===== src/rtl/msi_pkg.sv =====
package msi_pkg;

    typedef enum logic [1:0] {
        LN_INV = 2'd0,
        LN_SHR = 2'd1,
        LN_MOD = 2'd2
    } line_st_e;

    typedef enum logic [1:0] {
        BUS_NONE   = 2'd0,
        BUS_RDMISS = 2'd1,
        BUS_WRMISS = 2'd2,
        BUS_WBACK  = 2'd3
    } bus_cmd_e;

    typedef enum logic [1:0] {
        PF_IDLE  = 2'd0,
        PF_WBACK = 2'd1,
        PF_MISS  = 2'd2,
        PF_DONE  = 2'd3
    } pfsm_e;

    // State after a snoop that matched a valid line.
    function automatic line_st_e snoop_next(line_st_e cur, logic is_wr);
        if (is_wr)
            return LN_INV;
        else if (cur == LN_MOD)
            return LN_SHR;
        else
            return cur;
    endfunction

    // A matched snoop needs this cache to supply the data only when it owns it.
    function automatic logic snoop_supplies(line_st_e cur);
        return cur == LN_MOD;
    endfunction

endpackage


===== src/rtl/msi_tag_store.sv =====
module msi_tag_store
    import msi_pkg::*;
#(
    parameter int LINES = 4,
    parameter int TAG_W = 8,
    localparam int IDX_W = $clog2(LINES)
) (
    input  logic             clk,
    input  logic             rst,
    // processor-side lookup
    input  logic [IDX_W-1:0] pl_idx,
    output logic [TAG_W-1:0] pl_tag,
    output line_st_e         pl_st,
    // snoop-side lookup
    input  logic [IDX_W-1:0] sl_idx,
    output logic [TAG_W-1:0] sl_tag,
    output line_st_e         sl_st,
    // snoop-side state update (applied first)
    input  logic             sn_we,
    input  line_st_e         sn_st,
    // processor-side fill / clear (applied last, wins on same index)
    input  logic             pu_we,
    input  logic [IDX_W-1:0] pu_idx,
    input  logic [TAG_W-1:0] pu_tag,
    input  line_st_e         pu_st
);

    logic [TAG_W-1:0] tag_q [LINES];
    line_st_e         st_q  [LINES];

    always_ff @(posedge clk) begin
        if (rst) begin
            for (int i = 0; i < LINES; i++) begin
                tag_q[i] <= '0;
                st_q[i]  <= LN_INV;
            end
        end else begin
            if (sn_we)
                st_q[sl_idx] <= sn_st;
            if (pu_we) begin
                st_q[pu_idx]  <= pu_st;
                tag_q[pu_idx] <= pu_tag;
            end
        end
    end

    assign pl_tag = tag_q[pl_idx];
    assign pl_st  = st_q[pl_idx];
    assign sl_tag = tag_q[sl_idx];
    assign sl_st  = st_q[sl_idx];

endmodule


===== src/rtl/msi_snoop_unit.sv =====
module msi_snoop_unit
    import msi_pkg::*;
#(
    parameter int TAG_W = 8
) (
    input  logic             clk,
    input  logic             rst,
    input  logic             snoop_valid,
    input  logic             snoop_is_write,
    input  logic [TAG_W-1:0] snoop_tag,
    input  logic [TAG_W-1:0] line_tag,
    input  line_st_e         line_st,
    output logic             st_we,
    output line_st_e         st_new,
    output logic             supply_q
);

    logic match;
    logic supply_d;

    assign match    = snoop_valid && (line_st != LN_INV) && (line_tag == snoop_tag);
    assign st_we    = match;
    assign st_new   = snoop_next(line_st, snoop_is_write);
    assign supply_d = match && snoop_supplies(line_st);

    always_ff @(posedge clk) begin
        if (rst)
            supply_q <= 1'b0;
        else
            supply_q <= supply_d;
    end

endmodule


===== src/rtl/msi_proc_fsm.sv =====
module msi_proc_fsm
    import msi_pkg::*;
#(
    parameter int OFFS_W = 2,
    parameter int IDX_W  = 2,
    parameter int TAG_W  = 8,
    localparam int ADDR_W = TAG_W + IDX_W + OFFS_W
) (
    input  logic              clk,
    input  logic              rst,
    input  logic              cpu_req_valid,
    input  logic              cpu_req_write,
    input  logic [TAG_W-1:0]  cpu_tag,
    input  logic [IDX_W-1:0]  cpu_idx,
    input  logic              snoop_same_idx,
    output logic [IDX_W-1:0]  look_idx,
    input  logic [TAG_W-1:0]  line_tag,
    input  line_st_e          line_st,
    input  logic              bus_req_ready,
    output logic              bus_req_valid,
    output bus_cmd_e          bus_req_cmd,
    output logic [ADDR_W-1:0] bus_req_addr,
    output logic              pu_we,
    output logic [IDX_W-1:0]  pu_idx,
    output logic [TAG_W-1:0]  pu_tag,
    output line_st_e          pu_st,
    output logic              cpu_ack,
    output logic              cpu_stall
);

    localparam logic [OFFS_W-1:0] ZERO_OFFS = '0;

    pfsm_e            st_q, st_d;
    logic [TAG_W-1:0] req_tag_q;
    logic [IDX_W-1:0] req_idx_q;
    logic             req_wr_q;
    logic             accept;
    logic             tag_hit;

    assign look_idx = (st_q == PF_IDLE) ? cpu_idx : req_idx_q;
    assign pu_idx   = req_idx_q;
    assign accept   = (st_q == PF_IDLE) && cpu_req_valid && !snoop_same_idx;
    assign tag_hit  = (line_st != LN_INV) && (line_tag == cpu_tag);
    assign cpu_ack  = (st_q == PF_DONE);
    assign cpu_stall = cpu_req_valid && !cpu_ack;

    always_comb begin
        st_d          = st_q;
        bus_req_valid = 1'b0;
        bus_req_cmd   = BUS_NONE;
        bus_req_addr  = '0;
        pu_we         = 1'b0;
        pu_tag        = req_tag_q;
        pu_st         = LN_INV;
        unique case (st_q)
            PF_IDLE: begin
                if (accept) begin
                    if (tag_hit && (!cpu_req_write || line_st == LN_MOD))
                        st_d = PF_DONE;
                    else if (!tag_hit && line_st == LN_MOD)
                        st_d = PF_WBACK;
                    else
                        st_d = PF_MISS;
                end
            end
            PF_WBACK: begin
                if (line_st != LN_MOD) begin
                    // victim already surrendered to a snoop
                    st_d = PF_MISS;
                end else begin
                    bus_req_valid = 1'b1;
                    bus_req_cmd   = BUS_WBACK;
                    bus_req_addr  = {line_tag, req_idx_q, ZERO_OFFS};
                    if (bus_req_ready) begin
                        pu_we  = 1'b1;
                        pu_tag = line_tag;
                        pu_st  = LN_INV;
                        st_d   = PF_MISS;
                    end
                end
            end
            PF_MISS: begin
                bus_req_valid = 1'b1;
                bus_req_cmd   = req_wr_q ? BUS_WRMISS : BUS_RDMISS;
                bus_req_addr  = {req_tag_q, req_idx_q, ZERO_OFFS};
                if (bus_req_ready) begin
                    pu_we  = 1'b1;
                    pu_tag = req_tag_q;
                    pu_st  = req_wr_q ? LN_MOD : LN_SHR;
                    st_d   = PF_DONE;
                end
            end
            PF_DONE: st_d = PF_IDLE;
            default: st_d = PF_IDLE;
        endcase
    end

    always_ff @(posedge clk) begin
        if (rst) begin
            st_q      <= PF_IDLE;
            req_tag_q <= '0;
            req_idx_q <= '0;
            req_wr_q  <= 1'b0;
        end else begin
            st_q <= st_d;
            if (accept) begin
                req_tag_q <= cpu_tag;
                req_idx_q <= cpu_idx;
                req_wr_q  <= cpu_req_write;
            end
        end
    end

endmodule


===== src/rtl/msi_snoop_ctrl.sv =====
module msi_snoop_ctrl
    import msi_pkg::*;
#(
    parameter int ADDR_W = 12,
    parameter int OFFS_W = 2,
    parameter int LINES  = 4,
    localparam int IDX_W = $clog2(LINES),
    localparam int TAG_W = ADDR_W - OFFS_W - IDX_W
) (
    input  logic              clk,
    input  logic              rst,
    input  logic              cpu_req_valid,
    input  logic              cpu_req_write,
    input  logic [ADDR_W-1:0] cpu_req_addr,
    output logic              cpu_stall,
    output logic              cpu_ack,
    output logic              bus_req_valid,
    output logic [1:0]        bus_req_cmd,
    output logic [ADDR_W-1:0] bus_req_addr,
    input  logic              bus_req_ready,
    input  logic              snoop_valid,
    input  logic              snoop_is_write,
    input  logic [ADDR_W-1:0] snoop_addr,
    output logic              snoop_wb,
    output logic              mem_abort
);

    logic [TAG_W-1:0] cpu_tag, snp_tag, pl_tag, sl_tag, pu_tag;
    logic [IDX_W-1:0] cpu_idx, snp_idx, look_idx, pu_idx;
    line_st_e         pl_st, sl_st, sn_st, pu_st;
    logic             sn_we, pu_we, supply_q;
    bus_cmd_e         cmd;
    logic             unused_offs;

    assign cpu_tag = cpu_req_addr[ADDR_W-1 -: TAG_W];
    assign cpu_idx = cpu_req_addr[OFFS_W +: IDX_W];
    assign snp_tag = snoop_addr[ADDR_W-1 -: TAG_W];
    assign snp_idx = snoop_addr[OFFS_W +: IDX_W];
    assign unused_offs = ^{cpu_req_addr[OFFS_W-1:0], snoop_addr[OFFS_W-1:0]};

    msi_tag_store #(.LINES(LINES), .TAG_W(TAG_W)) u_store (
        .clk    (clk),
        .rst    (rst),
        .pl_idx (look_idx),
        .pl_tag (pl_tag),
        .pl_st  (pl_st),
        .sl_idx (snp_idx),
        .sl_tag (sl_tag),
        .sl_st  (sl_st),
        .sn_we  (sn_we),
        .sn_st  (sn_st),
        .pu_we  (pu_we),
        .pu_idx (pu_idx),
        .pu_tag (pu_tag),
        .pu_st  (pu_st)
    );

    msi_snoop_unit #(.TAG_W(TAG_W)) u_snoop (
        .clk            (clk),
        .rst            (rst),
        .snoop_valid    (snoop_valid),
        .snoop_is_write (snoop_is_write),
        .snoop_tag      (snp_tag),
        .line_tag       (sl_tag),
        .line_st        (sl_st),
        .st_we          (sn_we),
        .st_new         (sn_st),
        .supply_q       (supply_q)
    );

    msi_proc_fsm #(.OFFS_W(OFFS_W), .IDX_W(IDX_W), .TAG_W(TAG_W)) u_proc (
        .clk            (clk),
        .rst            (rst),
        .cpu_req_valid  (cpu_req_valid),
        .cpu_req_write  (cpu_req_write),
        .cpu_tag        (cpu_tag),
        .cpu_idx        (cpu_idx),
        .snoop_same_idx (snoop_valid && (snp_idx == cpu_idx)),
        .look_idx       (look_idx),
        .line_tag       (pl_tag),
        .line_st        (pl_st),
        .bus_req_ready  (bus_req_ready),
        .bus_req_valid  (bus_req_valid),
        .bus_req_cmd    (cmd),
        .bus_req_addr   (bus_req_addr),
        .pu_we          (pu_we),
        .pu_idx         (pu_idx),
        .pu_tag         (pu_tag),
        .pu_st          (pu_st),
        .cpu_ack        (cpu_ack),
        .cpu_stall      (cpu_stall)
    );

    assign bus_req_cmd = cmd;
    assign snoop_wb    = supply_q;
    assign mem_abort   = supply_q;

endmodule


===== config.mk =====
export PLATFORM = sky130hd
export DESIGN_NAME = msi_snoop_ctrl
export DESIGN_NICKNAME = d
export VERILOG_FILES = /design/src/rtl/msi_pkg.sv /design/src/rtl/msi_tag_store.sv /design/src/rtl/msi_snoop_unit.sv /design/src/rtl/msi_proc_fsm.sv /design/src/rtl/msi_snoop_ctrl.sv
export SDC_FILE = /design/constraint.sdc
export NUM_CORES = 1
export LEC_CHECK = 0
export BUFFER_PORTS_ARGS = -buffer_cell sky130_fd_sc_hd__buf_2
export CORE_MARGIN = 1
export CORE_UTILIZATION = 35
export DETAILED_ROUTE_END_ITERATION = 12
export PLACE_DENSITY = 0.65
export SETUP_SLACK_MARGIN = 0.1
export SLEW_MARGIN = 25
export SYNTH_ARGS = -nofsm -noshare
export SYNTH_HDL_FRONTEND = slang
export SYNTH_HIERARCHICAL = 1
export SYNTH_SLANG_ARGS = --single-unit

===== constraint.sdc =====
create_clock -name clk -period 5.4 [get_ports clk]
set_clock_uncertainty 0.2 [all_clocks]
set_input_delay 1.08 -clock clk [delete_from_list [all_inputs] [get_ports clk]]
set_output_delay 1.08 -clock clk [all_outputs]
set_load 0.01 [all_outputs]

==> tab_implementation.tex, run 1 <==
\begin{tabular}{lr}
\hline
Metric & Value \\
\hline
\multicolumn{2}{l}{\textbf{Placed design}} \\
\quad Placed wire-length estimate after detailed placement & 5.78 mm \\
\quad Routability congestion estimate & 0.792 \\
\quad Cell area after placement & roughly 3700 µm² \\
\quad IO buf count & 43 \\
\multicolumn{2}{l}{\textbf{STA}} \\
\quad Setup-failing EPs final & 0 \\
\quad Headroom to the max-slew limit & between 50\% and 60\% \\
\quad Final number of max-transition violations & 0 \\
\quad RSZ-0062 raised after global routing & no \\
\quad Maximum clock frequency & about 220 MHz \\
\quad Final critical-path share of the clock period & around 86\% \\
\quad Actual transition at the worst max-transition pin & 0.610 ns \\
\quad Hold violation total from the final report & 0 \\
\quad Fin Hold WS & 0.283 ns \\
\quad Setup TNS & 0 ns \\
\quad Final min period & 4.63 ns \\
\multicolumn{2}{l}{\textbf{Setup path}} \\
\quad Ordered list of cells on the worst path & inv\_1, ha\_1, mux2\_2, mux4\_2, and3b\_1, o21ai\_0, inv\_1, and2\_1, buf\_2 \\
\quad Count of buffer and inverter cells on the critical path & 3 \\
\quad Endpoint of the worst setup timing path & bus\_req\_addr[2] \\
\quad Startpoint of the worst-slack reg-to-reg timing path & u\_proc/st\_q[0]\$\_SDFFE\_PP0P\_ \\
\quad Critical-path cell with the highest stage delay & sky130\_fd\_sc\_hd\_\_mux4\_2 \\
\quad Setup slack, reg-to-reg & approximately 0.9 ns \\
\quad Worst reg2reg path depth & 11 \\
\quad Start point of the critical path & u\_proc/st\_q[0]\$\_SDFFE\_PP0P\_ \\
\quad CP Class & reg -> out \\
\quad Capture instance of the worst register-to-register path & u\_store/st\_q[2][1]\$\_DFFE\_PP\_ \\
\quad Max Fanout on Critical Path & 13 \\
\quad Arrival time of data at the critical path endpoint & 3.35 ns \\
\quad CP peak stage delay & between 0.5 and 0.6 ns \\
\quad Cell repeated most along the worst path & sky130\_fd\_sc\_hd\_\_inv\_1 \\
\quad Critical Path Start Type & flop \\
\quad Largest delay share family, worst path & multiplexers \\
\quad Critical Path Sink Type & output pin \\
\quad WP depth & 9 \\
\quad Worst endpoint required time & 4.12 ns \\
\multicolumn{2}{l}{\textbf{Power and ir drop}} \\
\quad Total power after layout & 1260 µW \\
\quad Switching part of the total power & a little under two fifths \\
\quad Sequential Power Share & 40.1\% \\
\quad Logic pwr share & approximately two fifths \\
\quad Switching power & between 400 and 500 µW \\
\quad VDD IR max & $\sim$0.00014 V \\
\quad P per Cell Area & about 340 nW/µm² \\
\quad Leakage power total & 0.00142 µW \\
\quad Pint & a little under 800 µW \\
\quad Clock network fraction of design power & 19.5\% \\
\multicolumn{2}{l}{\textbf{Flow run}} \\
\quad Reported max-cap violation count & 0 \\
\multicolumn{2}{l}{\textbf{Status}} \\
\quad Outcome & finished, final reports clean \\
\multicolumn{2}{l}{\textbf{GRT}} \\
\quad GR Util met1 & 22.3\% \\
\quad Antenna violations before repair & 0 \\
\quad Gr ovfl total & 0 \\
\quad Overall fraction of global-route tracks in use & 16.6\% \\
\quad Maximum number of pins on one net before global-route repair & 30 \\
\quad Vias in the first global route & 2,376 \\
\quad Met3 capacity usage during global routing & 2.72\% \\
\quad First-pass GRT wire length & 12.5 mm \\
\quad Global routing met2 resource utilization & 27.5\% \\
\quad Routing layer with the top usage in global route & met2 \\
\multicolumn{2}{l}{\textbf{Layout}} \\
\quad Area of the multi-input gates & 1780 µm² \\
\quad Most frequent cells in the layout & sky130\_fd\_sc\_hd\_\_buf\_2, sky130\_fd\_sc\_hd\_\_edfxtp\_1, sky130\_fd\_sc\_hd\_\_and2\_1 \\
\quad Number of nets in the layout & 362 \\
\quad Fraction of the core area covered by cells at the end of the flow & 40.5\% \\
\quad Proportion of layout cells with a drive suffix above 1 & 27.7\% \\
\quad Number of diodes & 0 \\
\quad Most common library cell in the layout ignoring fill and taps & sky130\_fd\_sc\_hd\_\_buf\_2 \\
\quad Area delta synth->final & 11.8\% \\
\quad Register area & 1480 µm² \\
\quad Non-Filler Cell Area, Final & 3760 µm² \\
\quad FILL cells & 938 \\
\multicolumn{2}{l}{\textbf{Detailed routing}} \\
\quad Per-cell via count in the routed design & 5.40 \\
\quad Drt first pass iters & 4 \\
\quad Drt initial violations & between 150 and 200 \\
\quad Per-cell routed wire length & 17.5 µm \\
\quad Total length of routed wires & 8.01 mm \\
\quad Number of remaining DRC errors & 0 \\
\quad Via Count & 2,466 \\
\quad Routed Antenna Nets & 0 \\
\multicolumn{2}{l}{\textbf{Synthesis}} \\
\quad Flip-flop and latch count after synthesis & 54 \\
\quad EDFF count, synth & 40 \\
\quad Distinct cell type count after synthesis & between 40 and 50 \\
\quad Share of the yosys chip area belonging to registers & 44.0\% \\
\quad Number of instances in the synthesized netlist & 292 \\
\quad Async set or reset register ratio after synthesis & 0\% \\
\quad Netlist area before placement & 3360 µm² \\
\quad Primary flip-flop cell chosen by synthesis mapping & sky130\_fd\_sc\_hd\_\_edfxtp\_1 \\
\quad Number of synthesis warnings & 6 \\
\quad Syn Area/Cell & 11.5 µm² \\
\multicolumn{2}{l}{\textbf{Floorplan}} \\
\quad Area of the die & 10,000 µm² \\
\quad Number of placed I/O pins & 50 \\
\quad Starting density of the core & about 36\% \\
\quad Number of placement rows & 35 \\
\quad Standard cell core area & 9280 µm² \\
\quad Height of the die & approximately 100 µm \\
\quad Die boundary width & $\sim$100 µm \\
\multicolumn{2}{l}{\textbf{Worst hold path}} \\
\quad WHS Path Cells & 2 \\
\quad Hold crit path type & reg -> reg \\
\multicolumn{2}{l}{\textbf{Clock network}} \\
\quad Clock input transition at the sequential cells of the worst setup and hold paths & 0.11 ns \\
\quad Number of setup buffers added after CTS & 0 \\
\quad Total number of H-tree levels & 2 \\
\quad TritonCTS clock tree & yes \\
\quad Max Root-Sink Buffers & 2 \\
\quad PostCTS Resize Cnt & 0 \\
\quad CTS root buffer & sky130\_fd\_sc\_hd\_\_clkbuf\_8 \\
\quad Clock sink count & 54 \\
\quad Cts-stage hold buffer count & 0 \\
\quad Clock latency of the later-clocked register in the worst-skew pair & approximately 0.31 ns \\
\quad Clock buffers created by TritonCTS & 5 \\
\hline
\end{tabular}
[logic make-up after synthesis]
| family | share of synthesized area, % |
|---|---|
| compound gates | 7.89 |
| xor+xnor | 4.43 |
| fa+ha+maj | 1.49 |
| buf+inv | 3.20 |
| flops | 44.0 |
| mux | 16.7 |
| other cells | 0.112 |
| simple gates | 22.1 |
[cell type report]
class                           count  share of cell area, %
Clock buffer                        5                   1.83
Clock inverter                      3                  0.765
Inverter                            3                  0.300
Multi-Input combinational cell    218                   47.3
Sequential cell                    54                   39.4
Tap cell                          129                   4.29
Timing Repair Buffer               45                   6.12
[worst min path at each step]
| stage | from | to | slack, ns |
|---|---|---|---|
| 2_1_floorplan | u_proc/req_tag_q[3]$_SDFFE_PP0P_ | u_proc/req_tag_q[3]$_SDFFE_PP0P_ | 0.24 |
| 3_3_place_gp | u_proc/req_tag_q[7]$_SDFFE_PP0P_ | u_proc/req_tag_q[7]$_SDFFE_PP0P_ | 0.26 |
| 3_5_place_dp | u_proc/req_tag_q[2]$_SDFFE_PP0P_ | u_proc/req_tag_q[2]$_SDFFE_PP0P_ | 0.26 |
| 4_1_cts | u_proc/req_tag_q[2]$_SDFFE_PP0P_ | u_proc/req_tag_q[2]$_SDFFE_PP0P_ | 0.28 |
| 5_1_grt | u_proc/req_tag_q[0]$_SDFFE_PP0P_ | u_proc/req_tag_q[0]$_SDFFE_PP0P_ | 0.30 |
| 6_report | u_proc/req_tag_q[2]$_SDFFE_PP0P_ | u_proc/req_tag_q[2]$_SDFFE_PP0P_ | 0.28 |
[power groups by stage]
| stage | clock network, µW | registers, µW | logic (µW) |
|---|---|---|---|
| final | 246 | 505 | 509 |
| after global routing | 263 | 510 | 554 |
| after detailed placement | 0 | 515 | 506 |
| after global placement | 0 | 513 | 504 |
| after CTS | 250 | 505 | 508 |
| after floorplan | 0 | 506 | 397 |
[routing by layer]
metal,routed length [µm],vias to the layer above,part of all wire (%)
met2,3860,96,48
met4,61,0,0.76
met1,3580,1221,45
met3,507,4,6.3
li1,-,1145,-
met5,0,-,0
[tightest hold or removal path, delay by kind of cell (launching register included)]
kind / cells / cell delay (ns)
compound gates: 1 / 0.05
simple gates: 1 / 0.06
flops: 1 / 0.34
[Yosys cell counts, types with 5 or more instances]
master                     number  share of area (%)
sky130_fd_sc_hd__a21oi_1       16                2.4
sky130_fd_sc_hd__xor2_1         7                1.8
sky130_fd_sc_hd__nor2b_1       15                2.8
sky130_fd_sc_hd__nand2_1       27                3.0
sky130_fd_sc_hd__a22o_1         6                1.6
sky130_fd_sc_hd__a22oi_1        8                1.8
sky130_fd_sc_hd__xnor2_1       10                2.6
sky130_fd_sc_hd__mux2_2        10                3.3
sky130_fd_sc_hd__nor2_1         9                1.0
sky130_fd_sc_hd__dfxtp_1       14                8.3
sky130_fd_sc_hd__mux4_2        20                 13
sky130_fd_sc_hd__buf_2          5               0.74
sky130_fd_sc_hd__edfxtp_1      40                 36
sky130_fd_sc_hd__clkbuf_1       6               0.67
sky130_fd_sc_hd__nand2b_1       5               0.93
sky130_fd_sc_hd__and2_1        35                6.5
[registers in the layout, indices dropped and copies added, names as in the netlist]
signal	flops
u_proc/st_q	2
u_proc/req_wr_q	1
u_snoop/supply_q	1
u_store/tag_q	32
u_proc/req_tag_q	8
u_proc/pu_idx	2
u_store/st_q	8
[per-stage QoR]
step                      worst slack [ns]  instances
after detailed placement             0.637        449
final                                0.768        457
after global placement               0.652        449
after global routing                 0.551        457
after CTS                            0.769        457
after floorplan                       1.36        293
No activity file was read; power rests on OpenSTA's default activity.
==> inputs of run 2 (changes only) <==
--- a/config.mk
+++ b/config.mk
@@ -9,10 +9,9 @@
 export CORE_MARGIN = 1
 export CORE_UTILIZATION = 35
 export DETAILED_ROUTE_END_ITERATION = 12
-export PLACE_DENSITY = 0.65
+export PLACE_DENSITY = 0.53
 export SETUP_SLACK_MARGIN = 0.1
 export SLEW_MARGIN = 25
 export SYNTH_ARGS = -nofsm -noshare
 export SYNTH_HDL_FRONTEND = slang
-export SYNTH_HIERARCHICAL = 1
 export SYNTH_SLANG_ARGS = --single-unit
==> tab_implementation.tex, run 2 <==
\begin{tabular}{lr}
\hline
Metric & Value \\
\hline
\multicolumn{2}{l}{\textbf{Status}} \\
\quad Outcome & finished, final reports clean (unchanged) \\
\multicolumn{2}{l}{\textbf{Clock network}} \\
\quad TritonCTS clock tree & yes (unchanged) \\
\quad Number of setup buffers added after CTS & 0 (unchanged) \\
\quad CTS root buffer & sky130\_fd\_sc\_hd\_\_clkbuf\_8 (unchanged) \\
\quad Total number of H-tree levels & 2 (unchanged) \\
\quad Cts-stage hold buffer count & 0 (unchanged) \\
\quad Clock latency of the later-clocked register in the worst-skew pair & 0.32 ns (was 0.31 ns) \\
\quad Max Root-Sink Buffers & 2 (unchanged) \\
\quad PostCTS Resize Cnt & 0 (unchanged) \\
\quad Clock sink count & 54 (unchanged) \\
\quad Clock buffers created by TritonCTS & 5 (unchanged) \\
\quad Clock input transition at the sequential cells of the worst setup and hold paths & 0.11 ns (about the same) \\
\multicolumn{2}{l}{\textbf{Floorplan}} \\
\quad Number of placement rows & 36 (was 35) \\
\quad Height of the die & 103 µm (was 100 µm) \\
\quad Starting density of the core & 36.2\% (about the same) \\
\quad Die boundary width & 103 µm (was 100 µm) \\
\quad Standard cell core area & 9820 µm² (was 9280 µm²) \\
\quad Area of the die & 10,600 µm² (was 10,000 µm²) \\
\quad Number of placed I/O pins & 50 (unchanged) \\
\multicolumn{2}{l}{\textbf{GRT}} \\
\quad Antenna violations before repair & 0 (unchanged) \\
\quad Overall fraction of global-route tracks in use & 18.3\% (was 16.6\%) \\
\quad Gr ovfl total & 0 (unchanged) \\
\quad Vias in the first global route & 2,548 (was 2,376) \\
\quad Maximum number of pins on one net before global-route repair & 18 (was 30) \\
\quad First-pass GRT wire length & 14.0 mm (was 12.5 mm) \\
\multicolumn{2}{l}{\textbf{Synthesis}} \\
\quad Ranking of synthesized cells by instance count & sky130\_fd\_sc\_hd\_\_nor2\_1, sky130\_fd\_sc\_hd\_\_edfxtp\_1, sky130\_fd\_sc\_hd\_\_mux2i\_1, sky130\_fd\_sc\_hd\_\_nor2b\_1 (was sky130\_fd\_sc\_hd\_\_edfxtp\_1, sky130\_fd\_sc\_hd\_\_and2\_1, sky130\_fd\_sc\_hd\_\_nand2\_1, sky130\_fd\_sc\_hd\_\_mux4\_2, sky130\_fd\_sc\_hd\_\_a21oi\_1) \\
\quad Number of synthesis warnings & 0 (was 6) \\
\quad Cell with the most instances after synthesis & sky130\_fd\_sc\_hd\_\_nor2\_1 (was sky130\_fd\_sc\_hd\_\_edfxtp\_1) \\
\quad EDFF count, synth & 40 (unchanged) \\
\quad Post-synth top area cell & sky130\_fd\_sc\_hd\_\_edfxtp\_1 (unchanged) \\
\quad Async set or reset register ratio after synthesis & 0\% (unchanged) \\
\quad Top cell type's share of synthesized area & 33.8\% (was 35.7\%) \\
\quad Top post-synthesis cells by area & sky130\_fd\_sc\_hd\_\_edfxtp\_1, sky130\_fd\_sc\_hd\_\_dfxtp\_1, sky130\_fd\_sc\_hd\_\_mux2i\_1 (was sky130\_fd\_sc\_hd\_\_edfxtp\_1, sky130\_fd\_sc\_hd\_\_mux4\_2, sky130\_fd\_sc\_hd\_\_dfxtp\_1) \\
\quad Largest family of logic cells by synthesized area & simple AND/OR/NAND/NOR gates (unchanged) \\
\quad Flip-flop and latch count after synthesis & 54 (unchanged) \\
\quad Post-Synth Simple-Gate Area & 19.0\% (was 22.1\%) \\
\quad Fraction of synthesized area in multiplexers & 18.9\% (was 16.7\%) \\
\quad Share of the yosys chip area belonging to registers & 41.7\% (was 44.0\%) \\
\quad Compound-cell area share of the yosys netlist & 9.43\% (was 7.89\%) \\
\quad Adder and majority cell fraction of the synthesized area & 1.41\% (was 1.49\%) \\
\quad Primary flip-flop cell chosen by synthesis mapping & sky130\_fd\_sc\_hd\_\_edfxtp\_1 (unchanged) \\
\quad Syn Area/Cell & 10.8 µm² (was 11.5 µm²) \\
\quad Distinct cell type count after synthesis & 59 (was 47) \\
\quad Netlist area before placement & 3560 µm² (was 3360 µm²) \\
\quad Parity-gate share of the synthesized area counting xor and xnor cells & 4.43\% (about the same) \\
\quad Number of instances in the synthesized netlist & 330 (was 292) \\
\multicolumn{2}{l}{\textbf{Power and ir drop}} \\
\quad Logic pwr share & 43.7\% (was 40.4\%) \\
\quad Sequential Power Share & 38.4\% (was 40.1\%) \\
\quad Pint & 825 µW (was 796 µW) \\
\quad Clock network fraction of design power & 17.9\% (was 19.5\%) \\
\quad P per Cell Area & 343 nW/µm² (was 335 nW/µm²) \\
\quad Leakage power total & 0.00154 µW (was 0.00142 µW) \\
\quad Total power after layout & 1340 µW (was 1260 µW) \\
\quad Switching power & 517 µW (was 464 µW) \\
\quad Switching part of the total power & 38.5\% (was 36.9\%) \\
\quad VDD IR max & 0.000206 V (was 0.000139 V) \\
\multicolumn{2}{l}{\textbf{Layout}} \\
\quad Largest registers & u\_store.tag\_q (32), u\_proc.req\_tag\_q (8), u\_store.st\_q (8) (was u\_store/tag\_q (32), u\_proc/req\_tag\_q (8), u\_store/st\_q (8)) \\
\quad Filler-free cell count of the finished design & 497 (was 457) \\
\quad Most frequent cells in the layout & sky130\_fd\_sc\_hd\_\_nor2\_1, sky130\_fd\_sc\_hd\_\_buf\_2, sky130\_fd\_sc\_hd\_\_edfxtp\_1 (was sky130\_fd\_sc\_hd\_\_buf\_2, sky130\_fd\_sc\_hd\_\_edfxtp\_1, sky130\_fd\_sc\_hd\_\_and2\_1) \\
\quad Most common library cell in the layout ignoring fill and taps & sky130\_fd\_sc\_hd\_\_nor2\_1 (was sky130\_fd\_sc\_hd\_\_buf\_2) \\
\quad Proportion of layout cells with a drive suffix above 1 & 20.6\% (was 27.7\%) \\
\quad Register with the highest flop count & u\_store.tag\_q (was u\_store/tag\_q) \\
\quad Number of flip-flops under the largest register name & 32 (unchanged) \\
\quad Number of nets in the layout & 398 (was 362) \\
\quad Number of diodes & 0 (unchanged) \\
\quad Area delta synth->final & 9.89\% (was 11.8\%) \\
\multicolumn{2}{l}{\textbf{Detailed routing}} \\
\quad Per-cell routed wire length & 18.4 µm (was 17.5 µm) \\
\quad Per-cell via count in the routed design & 5.40 (about the same) \\
\quad Drt first pass iters & 4 (unchanged) \\
\quad Via Count & 2,686 (was 2,466) \\
\quad Routed Antenna Nets & 0 (unchanged) \\
\quad Total length of routed wires & 9.12 mm (was 8.01 mm) \\
\quad Number of remaining DRC errors & 0 (unchanged) \\
\quad Drt initial violations & 145 (was 178) \\
\multicolumn{2}{l}{\textbf{Setup path}} \\
\quad Worst endpoint required time & 4.12 ns (about the same) \\
\quad Start point of the critical path & u\_proc.st\_q[0]\$\_SDFFE\_PP0P\_ (was u\_proc/st\_q[0]\$\_SDFFE\_PP0P\_) \\
\quad CP Class & reg -> out (unchanged) \\
\quad Capture instance of the worst register-to-register path & u\_store.tag\_q[0][0]\$\_SDFFCE\_PN0P\_ (was u\_store/st\_q[2][1]\$\_DFFE\_PP\_) \\
\quad Startpoint of the worst-slack reg-to-reg timing path & u\_proc.st\_q[0]\$\_SDFFE\_PP0P\_ (was u\_proc/st\_q[0]\$\_SDFFE\_PP0P\_) \\
\quad Critical Path Start Type & flop (unchanged) \\
\quad Critical Path Sink Type & output pin (unchanged) \\
\quad Setup slack, reg-to-reg & 1.36 ns (was 0.91 ns) \\
\quad Arrival time of data at the critical path endpoint & 3.26 ns (was 3.35 ns) \\
\quad Worst reg2reg path depth & 10 (was 11) \\
\quad Max Fanout on Critical Path & 13 (unchanged) \\
\multicolumn{2}{l}{\textbf{STA}} \\
\quad Hold violation total from the final report & 0 (unchanged) \\
\quad Setup TNS & 0 ns (unchanged) \\
\quad Headroom to the max-slew limit & 47.6\% (was 59.2\%) \\
\quad Fin worst setup slack & 0.865 ns (was 0.768 ns) \\
\quad Maximum clock frequency & 220 MHz (was 216 MHz) \\
\quad Final number of max-transition violations & 0 (unchanged) \\
\quad Setup-failing EPs final & 0 (unchanged) \\
\quad Fin Hold WS & 0.344 ns (was 0.283 ns) \\
\quad Actual transition at the worst max-transition pin & 0.786 ns (was 0.610 ns) \\
\quad Final min period & 4.54 ns (was 4.63 ns) \\
\quad RSZ-0062 raised after global routing & no (unchanged) \\
\quad Final critical-path share of the clock period & 84.0\% (was 85.8\%) \\
\multicolumn{2}{l}{\textbf{Placed design}} \\
\quad Post-placement cell count & 489 (was 449) \\
\quad Placed wire-length estimate after detailed placement & 6.67 mm (was 5.78 mm) \\
\quad IO buf count & 43 (unchanged) \\
\quad Routability congestion estimate & 0.856 (was 0.792) \\
\quad Setup WS pre-CTS & 0.946 ns (was 0.637 ns) \\
\multicolumn{2}{l}{\textbf{Worst hold path}} \\
\quad WHS Path Cells & 2 (unchanged) \\
\quad Start point of the worst hold path & u\_proc.req\_tag\_q[7]\$\_SDFFE\_PP0P\_ (was u\_proc/req\_tag\_q[2]\$\_SDFFE\_PP0P\_) \\
\quad Hold crit path type & reg -> reg (unchanged) \\
\quad Endpoint with the worst hold slack & u\_proc.req\_tag\_q[7]\$\_SDFFE\_PP0P\_ (was u\_proc/req\_tag\_q[2]\$\_SDFFE\_PP0P\_) \\
\multicolumn{2}{l}{\textbf{Flow run}} \\
\quad Reported max-cap violation count & 0 (unchanged) \\
\hline
\end{tabular}
run 2: changes by cell type after synthesis, sizes merged, moves of 7 or more:
| cell | previous run | this run |
|---|---|---|
| nor2 | 9 | 63 |
| nor2b | 15 | 22 |
| nand2 | 27 | 9 |
| a21oi | 16 | 4 |
| and2 | 35 | 4 |
| mux2 | 10 | 0 |
| o22ai | 0 | 8 |
| mux2i | 0 | 27 |
run 2: power groups by stage:
stage                     combinational [µW]  sequential (µW)  clock (µW)
after global placement                   586              523           0
final                                    586              515         240
after CTS                                590              515         246
after global routing                     645              520         261
after floorplan                          465              511           0
after detailed placement                 589              524           0
run 2: logic make-up after synthesis:
logic type	count (synthesis)
multiplexers	43
AO/OA/AOI/OAI	48
adder cells (fa/ha/maj)	4
other	1
AND/OR/NAND/NOR	133
XOR/XNOR	18
buffers and inverters	29
flip-flops	54
run 2: through the flow:
stage / util (%) / cell area [µm²]
6_report: 39.8 / 3910
5_1_grt: 39.8 / 3910
4_1_cts: 39.8 / 3910
3_5_place_dp: 38.9 / 3820
2_1_floorplan: - / 3560
3_3_place_gp: 38.9 / 3820
run 2: layout make-up:
cell class / count / area (µm²)
Fill cell: 1000 / 5910
Timing Repair Buffer: 48 / 253
Clock inverter: 3 / 20.0
Clock buffer: 5 / 68.8
Tap cell: 133 / 166
Multi-Input combinational cell: 248 / 1900
Sequential cell: 54 / 1480
Inverter: 6 / 22.5
run 2: per-layer routing:
layer  GRT usage [%]  part of all wire (%)
met2            30.2                    47
met5               0                     0
met3            3.32                   5.3
met4            3.03                   1.3
met1            25.4                    46
run 2: how the worst max path moves through the flow:
stage	slack [ns]	endpoint	cells after the start
2_1_floorplan	1.52	bus_req_addr[10]	8
4_1_cts	0.85	bus_req_addr[6]	9
3_5_place_dp	0.95	bus_req_addr[6]	8
5_1_grt	0.59	bus_req_addr[5]	9
6_report	0.86	bus_req_addr[6]	10
3_3_place_gp	0.96	bus_req_addr[8]	9
run 2: worst max-delay path, cell delays in order, from the launching register on:
cell                       delay [ns]
sky130_fd_sc_hd__dfxtp_1         0.36
sky130_fd_sc_hd__inv_1           0.09
sky130_fd_sc_hd__ha_1            0.42
sky130_fd_sc_hd__nand2b_4        0.24
sky130_fd_sc_hd__and2_1          0.14
sky130_fd_sc_hd__buf_4           0.18
sky130_fd_sc_hd__mux2i_1         0.35
sky130_fd_sc_hd__and2_0          0.69
sky130_fd_sc_hd__a22oi_1         0.15
sky130_fd_sc_hd__nor2b_1         0.16
sky130_fd_sc_hd__buf_2           0.14
